$ cat src/rtl/mm_pkg.sv
package mm_pkg;
  typedef enum logic {
    MM_IDLE = 1'b0,
    MM_RUN  = 1'b1
  } mm_state_t;
endpackage

$ cat src/rtl/mm_word_cell.sv
module mm_word_cell #(
  parameter int W = 4
) (
  input  logic         gf,
  input  logic         xi,
  input  logic         first,
  input  logic         q_held,
  input  logic         ca_in,
  input  logic         cb_in,
  input  logic [W-1:0] z_w,
  input  logic [W-1:0] y_w,
  input  logic [W-1:0] m_w,
  output logic         q_now,
  output logic         ca_out,
  output logic         cb_out,
  output logic [W-1:0] sum
);
  // Word add with optional carry kill: in polynomial mode it is a plain XOR.
  function automatic logic [W:0] add_kill(input logic [W-1:0] a,
                                          input logic [W-1:0] b,
                                          input logic cin,
                                          input logic kill);
    logic [W:0] r;
    if (kill) r = {1'b0, a ^ b};
    else      r = {1'b0, a} + {1'b0, b} + {{W{1'b0}}, cin};
    return r;
  endfunction

  logic [W:0] part_a;
  logic [W:0] part_b;

  always_comb begin
    part_a = add_kill(z_w, xi ? y_w : '0, ca_in, gf);
    q_now  = first ? part_a[0] : q_held;
    part_b = add_kill(part_a[W-1:0], q_now ? m_w : '0, cb_in, gf);
  end

  assign ca_out = part_a[W];
  assign cb_out = part_b[W];
  assign sum    = part_b[W-1:0];
endmodule

$ cat src/rtl/mm_seq.sv
module mm_seq #(
  parameter int N = 16,
  parameter int W = 4
) (
  input  logic clk,
  input  logic rst_n,
  input  logic start,
  output logic accept,
  output logic busy,
  output logic done,
  output logic first_word,
  output logic last_word,
  output logic [$clog2(N+2)-1:0]   bit_idx,
  output logic [$clog2(N/W+1)-1:0] word_idx
);
  import mm_pkg::*;
  localparam int K  = N + 2;
  localparam int NW = N / W + 1;
  localparam int BW = $clog2(K);
  localparam int JW = $clog2(NW);

  mm_state_t state;

  assign busy       = (state == MM_RUN);
  assign accept     = start && !busy;
  assign first_word = busy && (word_idx == '0);
  assign last_word  = (word_idx == JW'(NW - 1));

  always_ff @(posedge clk or negedge rst_n) begin
    if (!rst_n) begin
      state    <= MM_IDLE;
      bit_idx  <= '0;
      word_idx <= '0;
      done     <= 1'b0;
    end else begin
      done <= 1'b0;
      if (accept) begin
        state    <= MM_RUN;
        bit_idx  <= '0;
        word_idx <= '0;
      end else if (busy) begin
        if (last_word) begin
          word_idx <= '0;
          if (bit_idx == BW'(K - 1)) begin
            state <= MM_IDLE;
            done  <= 1'b1;
          end else begin
            bit_idx <= bit_idx + 1'b1;
          end
        end else begin
          word_idx <= word_idx + 1'b1;
        end
      end
    end
  end
endmodule

$ cat src/rtl/mm_montgomery.sv
module mm_montgomery #(
  parameter int N = 16,
  parameter int W = 4
) (
  input  logic         clk,
  input  logic         rst_n,
  input  logic         start,
  input  logic         gf_mode,
  input  logic [N-1:0] x_in,
  input  logic [N-1:0] y_in,
  input  logic [N-1:0] m_in,
  output logic         busy,
  output logic         done,
  output logic [N:0]   z_out
);
  localparam int K  = N + 2;
  localparam int NW = N / W + 1;
  localparam int ZW = NW * W;
  localparam int BW = $clog2(K);
  localparam int JW = $clog2(NW);

  logic [K-1:0]  xr;
  logic [ZW-1:0] yr, mr, zr;
  logic          gf_r;
  logic          q_r, ca_r, cb_r;
  logic [W-2:0]  hold;

  logic          accept, first_word, last_word;
  logic [BW-1:0] bit_idx;
  logic [JW-1:0] word_idx;
  logic          q_now, ca_out, cb_out;
  logic [W-1:0]  sum_word, z_w, y_w, m_w;
  int            wi;

  mm_seq #(.N(N), .W(W)) u_seq (
    .clk(clk), .rst_n(rst_n), .start(start), .accept(accept),
    .busy(busy), .done(done), .first_word(first_word), .last_word(last_word),
    .bit_idx(bit_idx), .word_idx(word_idx)
  );

  always_comb begin
    wi  = int'(word_idx);
    z_w = zr[wi*W +: W];
    y_w = yr[wi*W +: W];
    m_w = mr[wi*W +: W];
  end

  mm_word_cell #(.W(W)) u_cell (
    .gf(gf_r), .xi(xr[bit_idx]), .first(first_word), .q_held(q_r),
    .ca_in(first_word ? 1'b0 : ca_r), .cb_in(first_word ? 1'b0 : cb_r),
    .z_w(z_w), .y_w(y_w), .m_w(m_w),
    .q_now(q_now), .ca_out(ca_out), .cb_out(cb_out), .sum(sum_word)
  );

  always_ff @(posedge clk or negedge rst_n) begin
    if (!rst_n) begin
      xr   <= '0;
      yr   <= '0;
      mr   <= '0;
      zr   <= '0;
      gf_r <= 1'b0;
      q_r  <= 1'b0;
      ca_r <= 1'b0;
      cb_r <= 1'b0;
      hold <= '0;
    end else if (accept) begin
      xr   <= {2'b00, x_in};
      yr   <= {{(ZW-N){1'b0}}, y_in};
      mr   <= {{(ZW-N){1'b0}}, m_in};
      gf_r <= gf_mode;
      zr   <= '0;
      ca_r <= 1'b0;
      cb_r <= 1'b0;
    end else if (busy) begin
      ca_r <= ca_out;
      cb_r <= cb_out;
      hold <= sum_word[W-1:1];
      if (first_word) q_r <= q_now;
      // one-bit right shift across words: low bit of this word tops the previous one
      if (!first_word) zr[(wi-1)*W +: W] <= {sum_word[0], hold};
      if (last_word)   zr[wi*W +: W]     <= {1'b0, sum_word[W-1:1]};
    end
  end

  assign z_out = zr[N:0];
endmodule

$ cat config.mk
export PLATFORM = sky130hd
export DESIGN_NAME = mm_montgomery
export DESIGN_NICKNAME = d
export VERILOG_FILES = /design/src/rtl/mm_pkg.sv /design/src/rtl/mm_word_cell.sv /design/src/rtl/mm_seq.sv /design/src/rtl/mm_montgomery.sv
export SDC_FILE = /design/constraint.sdc
export NUM_CORES = 1
export LEC_CHECK = 0
export BUFFER_PORTS_ARGS = -buffer_cell sky130_fd_sc_hd__buf_2
export CAP_MARGIN = 10
export CORE_MARGIN = 3
export CORE_UTILIZATION = 34
export DETAILED_ROUTE_END_ITERATION = 8
export RECOVER_POWER = 25
export REMOVE_ABC_BUFFERS = 1
export SYNTH_ARGS = -nofsm -noshare
export SYNTH_HDL_FRONTEND = slang
export SYNTH_SLANG_ARGS = --single-unit
$ cat constraint.sdc
create_clock -name clk -period 4.5 [get_ports clk]
set_clock_uncertainty 0.2 [all_clocks]
set_input_delay 0.675 -clock clk [delete_from_list [all_inputs] [get_ports clk]]
set_output_delay 0.675 -clock clk [all_outputs]
set_load 0.03 [all_outputs]
==> qor.txt, run 1 <==
fmax -> 208 MHz
CP arrival -> 4850 ps
die width -> 129 µm
Total Wirelength -> 13,900 µm
CTS clk-pin slew, worst paths -> 70 ps
Syn. warnings -> 0
initial antenna violation count -> 0
most frequent cells in the layout -> 84 x dfrtp_1, 69 x buf_2, 53 x buf_4
Synth Instances -> 482
Worst setup EP type -> flip-flop
clk sinks -> 85
post-synthesis register bit count -> 85
status -> complete, but fails checks
failing checks -> max-capacitance violations, max-slew violations, negative setup slack
Hold Vio Cnt, Final -> 0
antenna fix cells -> 0
htree depth -> 3
Initial Util -> 0.352
met2 GRT Util -> 0.273
num rows -> 44
largest cells by area after synthesis -> dfrtp_1 41%, mux2_2 11%, ha_1 5.3%, mux4_2 4.8%, mux2i_1 3.3%
drt first pass iters -> 5
Core ar. -> 14,700 µm²
Post-synth ARST share -> 1.00
M3 GR Usage -> 0.0392
gr usage total -> 0.174
Final Setup Violations -> 21
Slew Limit Fails -> 50
largest net degree at the start of global routing -> 50
RSZ-0062 raised after global routing -> yes
VDD IR max -> 345 µV
post-DR vias/cell -> 5.37
CP Max Fanout -> 6
1st-iter DRT viols -> 341
die area -> 16,700 µm²
Chip Height -> 129 µm
Layout area overhead -> 25.2%
area share of the largest cell type after synthesis -> 0.411
setup TNS -> -4250 ps
Port Buffer Count -> 70
GRT overflow -> 0
PwrDens -> 885 nW/µm²
overall power -> 5.73 mW
Synth cell types -> 62
Leak -> 3.02 nW
Final min period -> 4810 ps
CTS root buffer -> clkbuf_16
TritonCTS clock tree -> yes
leading area contributor after synthesis -> dfrtp_1
critical path class -> flip-flop to flip-flop
share of cells above drive strength 1 -> 0.406
routed length per placed instance -> 17.8 µm
sequential-to-total area share from yosys stat -> 0.411
max_slew headroom -> -0.880
number of global-route vias before repair -> 4,255
GPL Wtd Cong -> 0.934
worst min-delay path category -> flip-flop to flip-flop
vias after detailed routing -> 4,190
slack of the critical path -> -309 ps
most common cell after layout, fill and taps aside -> dfrtp_1
total I/O pin count -> 71
Synth Flop Type -> dfrtp_1
global-route wire length before repair -> 22,400 µm
Post-DP HPWL -> 10,100 µm
crit start category -> flip-flop
Clk Latency, worst-skew pair -> 350 ps
DRC -> 0
GRT Max-Usage Layer -> met2
post-route ant nets -> 0
Mapped Area -> 5170 µm²
TritonCTS Buffers -> 9
EDFF count, synth -> 0
met1 usage -> 0.229
clock buffer depth -> 2
Worst-Margin Slew -> 2820 ps
DP Worst Slack -> -548 ps
MaxCap Viol Count -> 1
Tcrit/Tclk final -> 1.07
Worst EP required -> 4540 ps
nets@finish -> 669
Post-Syn Area per Cell -> 10.7 µm²
path summary, 6_finish.rpt:
check | slack (ps) | startpoint | to | cells after the start
setup reg to reg | -310 | u_seq.bit_idx[0]$_DFFE_PN0P_ | zr[8]$_DFFE_PN0P_ | 18
hold reg to reg | 290 | ca_r$_DFFE_PN0P_ | ca_r$_DFFE_PN0P_ | 2
min in group asynchronous | 1030 | rst_n | zr[3]$_DFFE_PN0P_ | 1
setup / recovery | -310 | u_seq.bit_idx[0]$_DFFE_PN0P_ | zr[8]$_DFFE_PN0P_ | 18
hold / removal | 290 | ca_r$_DFFE_PN0P_ | ca_r$_DFFE_PN0P_ | 2
max in group asynchronous | 1410 | rst_n | u_seq.bit_idx[0]$_DFFE_PN0P_ | 2
repair_timing:
| item | 4_1_cts | 5_1_grt |
|---|---|---|
| buffers inserted | 26 | 3 |
| hold buffers | 0 | 0 |
| hold endpoints to repair | 0 | 0 |
| pin swaps | 18 | 8 |
| resized for setup | 37 | 6 |
| setup endpoints to repair | 23 | 24 |
critical path, cell delays in order, from the launching register on:
cell and delay [ps]:
dfrtp_2 440, mux4_2 510, mux4_2 510, nand2_1 80, a211o_1 130, fa_1 420, mux2i_1 190, mux2i_1 130
or2_4 250, a211o_1 280, fa_2 360, inv_2 60, fa_1 390, mux2i_1 130, buf_4 170, buf_4 120
buf_6 80, o31ai_1 60, a22o_1 180
cell usage after synthesis, types with 5 or more instances:
library cell,number
inv_1,23
xor2_1,6
a21oi_1,16
clkbuf_1,17
buf_2,5
o2bb2ai_1,5
nor4_1,6
nor2b_1,11
nor2_1,23
ha_1,22
o21ai_0,20
dfrtp_1,85
mux4_2,11
nand2_1,39
o22ai_1,5
buf_4,17
nand2b_1,7
a21o_1,5
nand3_1,11
mux2i_1,17
mux2_2,52
cell type report:
type,count,area [µm²]
Multi-Input combinational cell,333,2810
Fill cell,1365,8220
Clock buffer,9,225
Clock inverter,7,61.3
Timing Repair Buffer,139,936
Inverter,23,86.3
Sequential cell,85,2130
Tap cell,184,230
where the power goes:
part           internal [mW]  switching (mW)  leakage [nW]
Sequential              1.12           0.275          1.06
Combinational           1.84            1.76          1.82
Clock                  0.387           0.350         0.141
flip-flops by register name (all words and copies together), names as in the netlist:
name	count
zr	20
mr	16
xr	16
yr	16
u_seq.bit_idx	5
hold	3
u_seq.word_idx	3
ca_r	1
cb_r	1
gf_r	1
q_r	1
u_seq.busy	1
u_seq.done	1
logic make-up (layout without fill, tap and decap cells):
| kind of cell | count (synthesis) | after routing | share of synthesized area |
|---|---|---|---|
| simple gates | 129 | 129 | 0.134 |
| flops | 85 | 85 | 0.411 |
| fa+ha+maj | 26 | 26 | 0.0687 |
| xor+xnor | 9 | 9 | 0.0152 |
| buf+inv | 64 | 178 | 0.0600 |
| mux | 80 | 80 | 0.194 |
| compound gates | 89 | 89 | 0.117 |
layer usage:
| layer | wire, µm | up-vias | share of wire |
|---|---|---|---|
| met5 | 0 | - | 0 |
| met4 | 365 | 0 | 0.026 |
| met3 | 890 | 24 | 0.064 |
| met2 | 6690 | 154 | 0.48 |
| met1 | 5930 | 2048 | 0.43 |
| li1 | - | 1964 | - |
stage by stage:
step / instances / hold WS (ps) / cell area, µm² / util
after floorplan: 441 / 179 / 4950 / -
after global placement: 739 / 262 / 5880 / 0.400
after detailed placement: 739 / 272 / 5880 / 0.400
after CTS: 781 / 174 / 6460 / 0.440
after global routing: 780 / 323 / 6470 / 0.441
final: 780 / 291 / 6470 / 0.441
No activity file was read; power rests on OpenSTA's default activity.
==> run 2, diff against run 1 <==
- CAP_MARGIN: 10 -> not set
- CTS_BUF_LIST: not set -> sky130_fd_sc_hd__clkbuf_4
==> qor.txt, run 2 (synthesized netlist as in run 1, its figures left out) <==
drt first pass iters -> 6
Chip Height -> 129 µm
RSZ-0062 raised after global routing -> yes
gr usage total -> 0.173
CP Max Fanout -> 6
Clk Latency, worst-skew pair -> 500 ps
nets@finish -> 669
Layout area overhead -> 22.3%
Worst EP required -> 4690 ps
max_slew headroom -> -0.878
max FFs per register -> 20
clock buffer depth -> 2
Final min period -> 4850 ps
number of global-route vias before repair -> 4,266
Tcrit/Tclk final -> 1.08
Total Wirelength -> 13,900 µm
TritonCTS clock tree -> yes
Port Buffer Count -> 70
Worst-Margin Slew -> 2820 ps
GPL Wtd Cong -> 0.934
post-layout util -> 0.430
GRT overflow -> 0
TritonCTS Buffers -> 9
Leak -> 2.95 nW
PwrDens -> 869 nW/µm²
Area after DPL -> 5880 µm²
Worst setup EP type -> flip-flop
die area -> 16,700 µm²
slack of the critical path -> -350 ps
most frequent cells in the layout -> 84 x dfrtp_1, 69 x buf_2, 52 x mux2_2
CTS clk-pin slew, worst paths -> 160 ps
post-route ant nets -> 0
DP Worst Slack -> -548 ps
htree depth -> 3
1st-iter DRT viols -> 310
Core ar. -> 14,700 µm²
VDD IR max -> 341 µV
Slew Limit Fails -> 50
clk sinks -> 85
status -> complete, but fails checks
DRC -> 0
global-route wire length before repair -> 22,400 µm
fmax -> 206 MHz
largest net degree at the start of global routing -> 50
vias after detailed routing -> 4,191
num rows -> 44
routed length per placed instance -> 17.9 µm
CP arrival -> 5040 ps
Initial Util -> 0.352
Final Setup Violations -> 23
most common cell after layout, fill and taps aside -> dfrtp_1
die width -> 129 µm
Post-DP HPWL -> 10,100 µm
MaxCap Viol Count -> 1
Reg with most FFs -> zr
setup TNS -> -5180 ps
worst min-delay path category -> input pin to flip-flop
post-DR vias/cell -> 5.37
post-route design area -> 6320 µm²
failing checks -> max-capacitance violations, max-slew violations, negative setup slack
antenna fix cells -> 0
critical path class -> flip-flop to flip-flop
total I/O pin count -> 71
cts hold-fix bufs -> 0
CTS root buffer -> clkbuf_4
crit start category -> flip-flop
initial antenna violation count -> 0
share of cells above drive strength 1 -> 0.406
Hold Vio Cnt, Final -> 0
-- run 2: cell counts in the layout (fill, tap and decap cells not counted) --
No cell type changed its count.
-- run 2: metal layers --
metal | share of wire | track usage | up-vias
met5 | 0 | 0 | -
met4 | 0.025 | 0.0686 | 0
met3 | 0.070 | 0.0523 | 30
met2 | 0.48 | 0.273 | 153
met1 | 0.43 | 0.225 | 2051
li1 | - | - | 1957
-- run 2: worst max-delay path, cell delays in order, from the launching register on --
cell and delay (ps):
dfrtp_2 470, mux4_2 510, mux4_2 510, nand2_1 80, a211o_1 130, fa_1 420, mux2i_1 180, mux2i_1 140
or2_4 250, a211o_1 280, fa_2 360, inv_2 60, fa_1 390, mux2i_1 130, buf_4 180, buf_4 120
buf_6 80, o31ai_1 60, a22o_1 180
-- run 2: layout make-up --
class                      count  area [µm²]
clock buffer                   9        67.6
clock inverter                 7        61.3
fill                        1381        8370
inverter                      23        86.3
multi-input combinational    333        2810
sequential                    85        2130
tap                          184         230
timing repair buffer         139         943
-- run 2: repair_timing --
item,4_1_cts,5_1_grt
pin swaps,16,10
buffers inserted,26,5
resized for setup,39,7
endpoints found under the setup margin,23,25
-- run 2: final timing paths --
kind | start | to | slack [ps] | cells after the start
max | u_seq.bit_idx[0]$_DFFE_PN0P_ | zr[8]$_DFFE_PN0P_ | -350 | 18
min | x_in[1] | xr[1]$_DFFE_PN0P_ | 190 | 2
max reg2reg | u_seq.bit_idx[0]$_DFFE_PN0P_ | zr[8]$_DFFE_PN0P_ | -350 | 18
min reg2reg | ca_r$_DFFE_PN0P_ | ca_r$_DFFE_PN0P_ | 310 | 2
max in group asynchronous | rst_n | u_seq.bit_idx[0]$_DFFE_PN0P_ | 1580 | 2
min in group asynchronous | rst_n | u_seq.word_idx[0]$_DFFE_PN0P_ | 870 | 1
-- run 2: report_power, final --
group	internal (mW)	total [mW]	switching, mW
Clock	0.126	0.443	0.317
Sequential	1.11	1.39	0.275
Combinational	1.88	3.67	1.79
Total	3.12	5.50	2.38
-- run 2: stage by stage --
stage | hold slack, ps | power (mW) | cells
4_1_cts | 6.61 | 5.33 | 781
6_report | 193 | 5.50 | 780
2_1_floorplan | 179 | 3.13 | 441
5_1_grt | 142 | 5.89 | 780
3_5_place_dp | 272 | 4.31 | 739
3_3_place_gp | 262 | 4.24 | 739
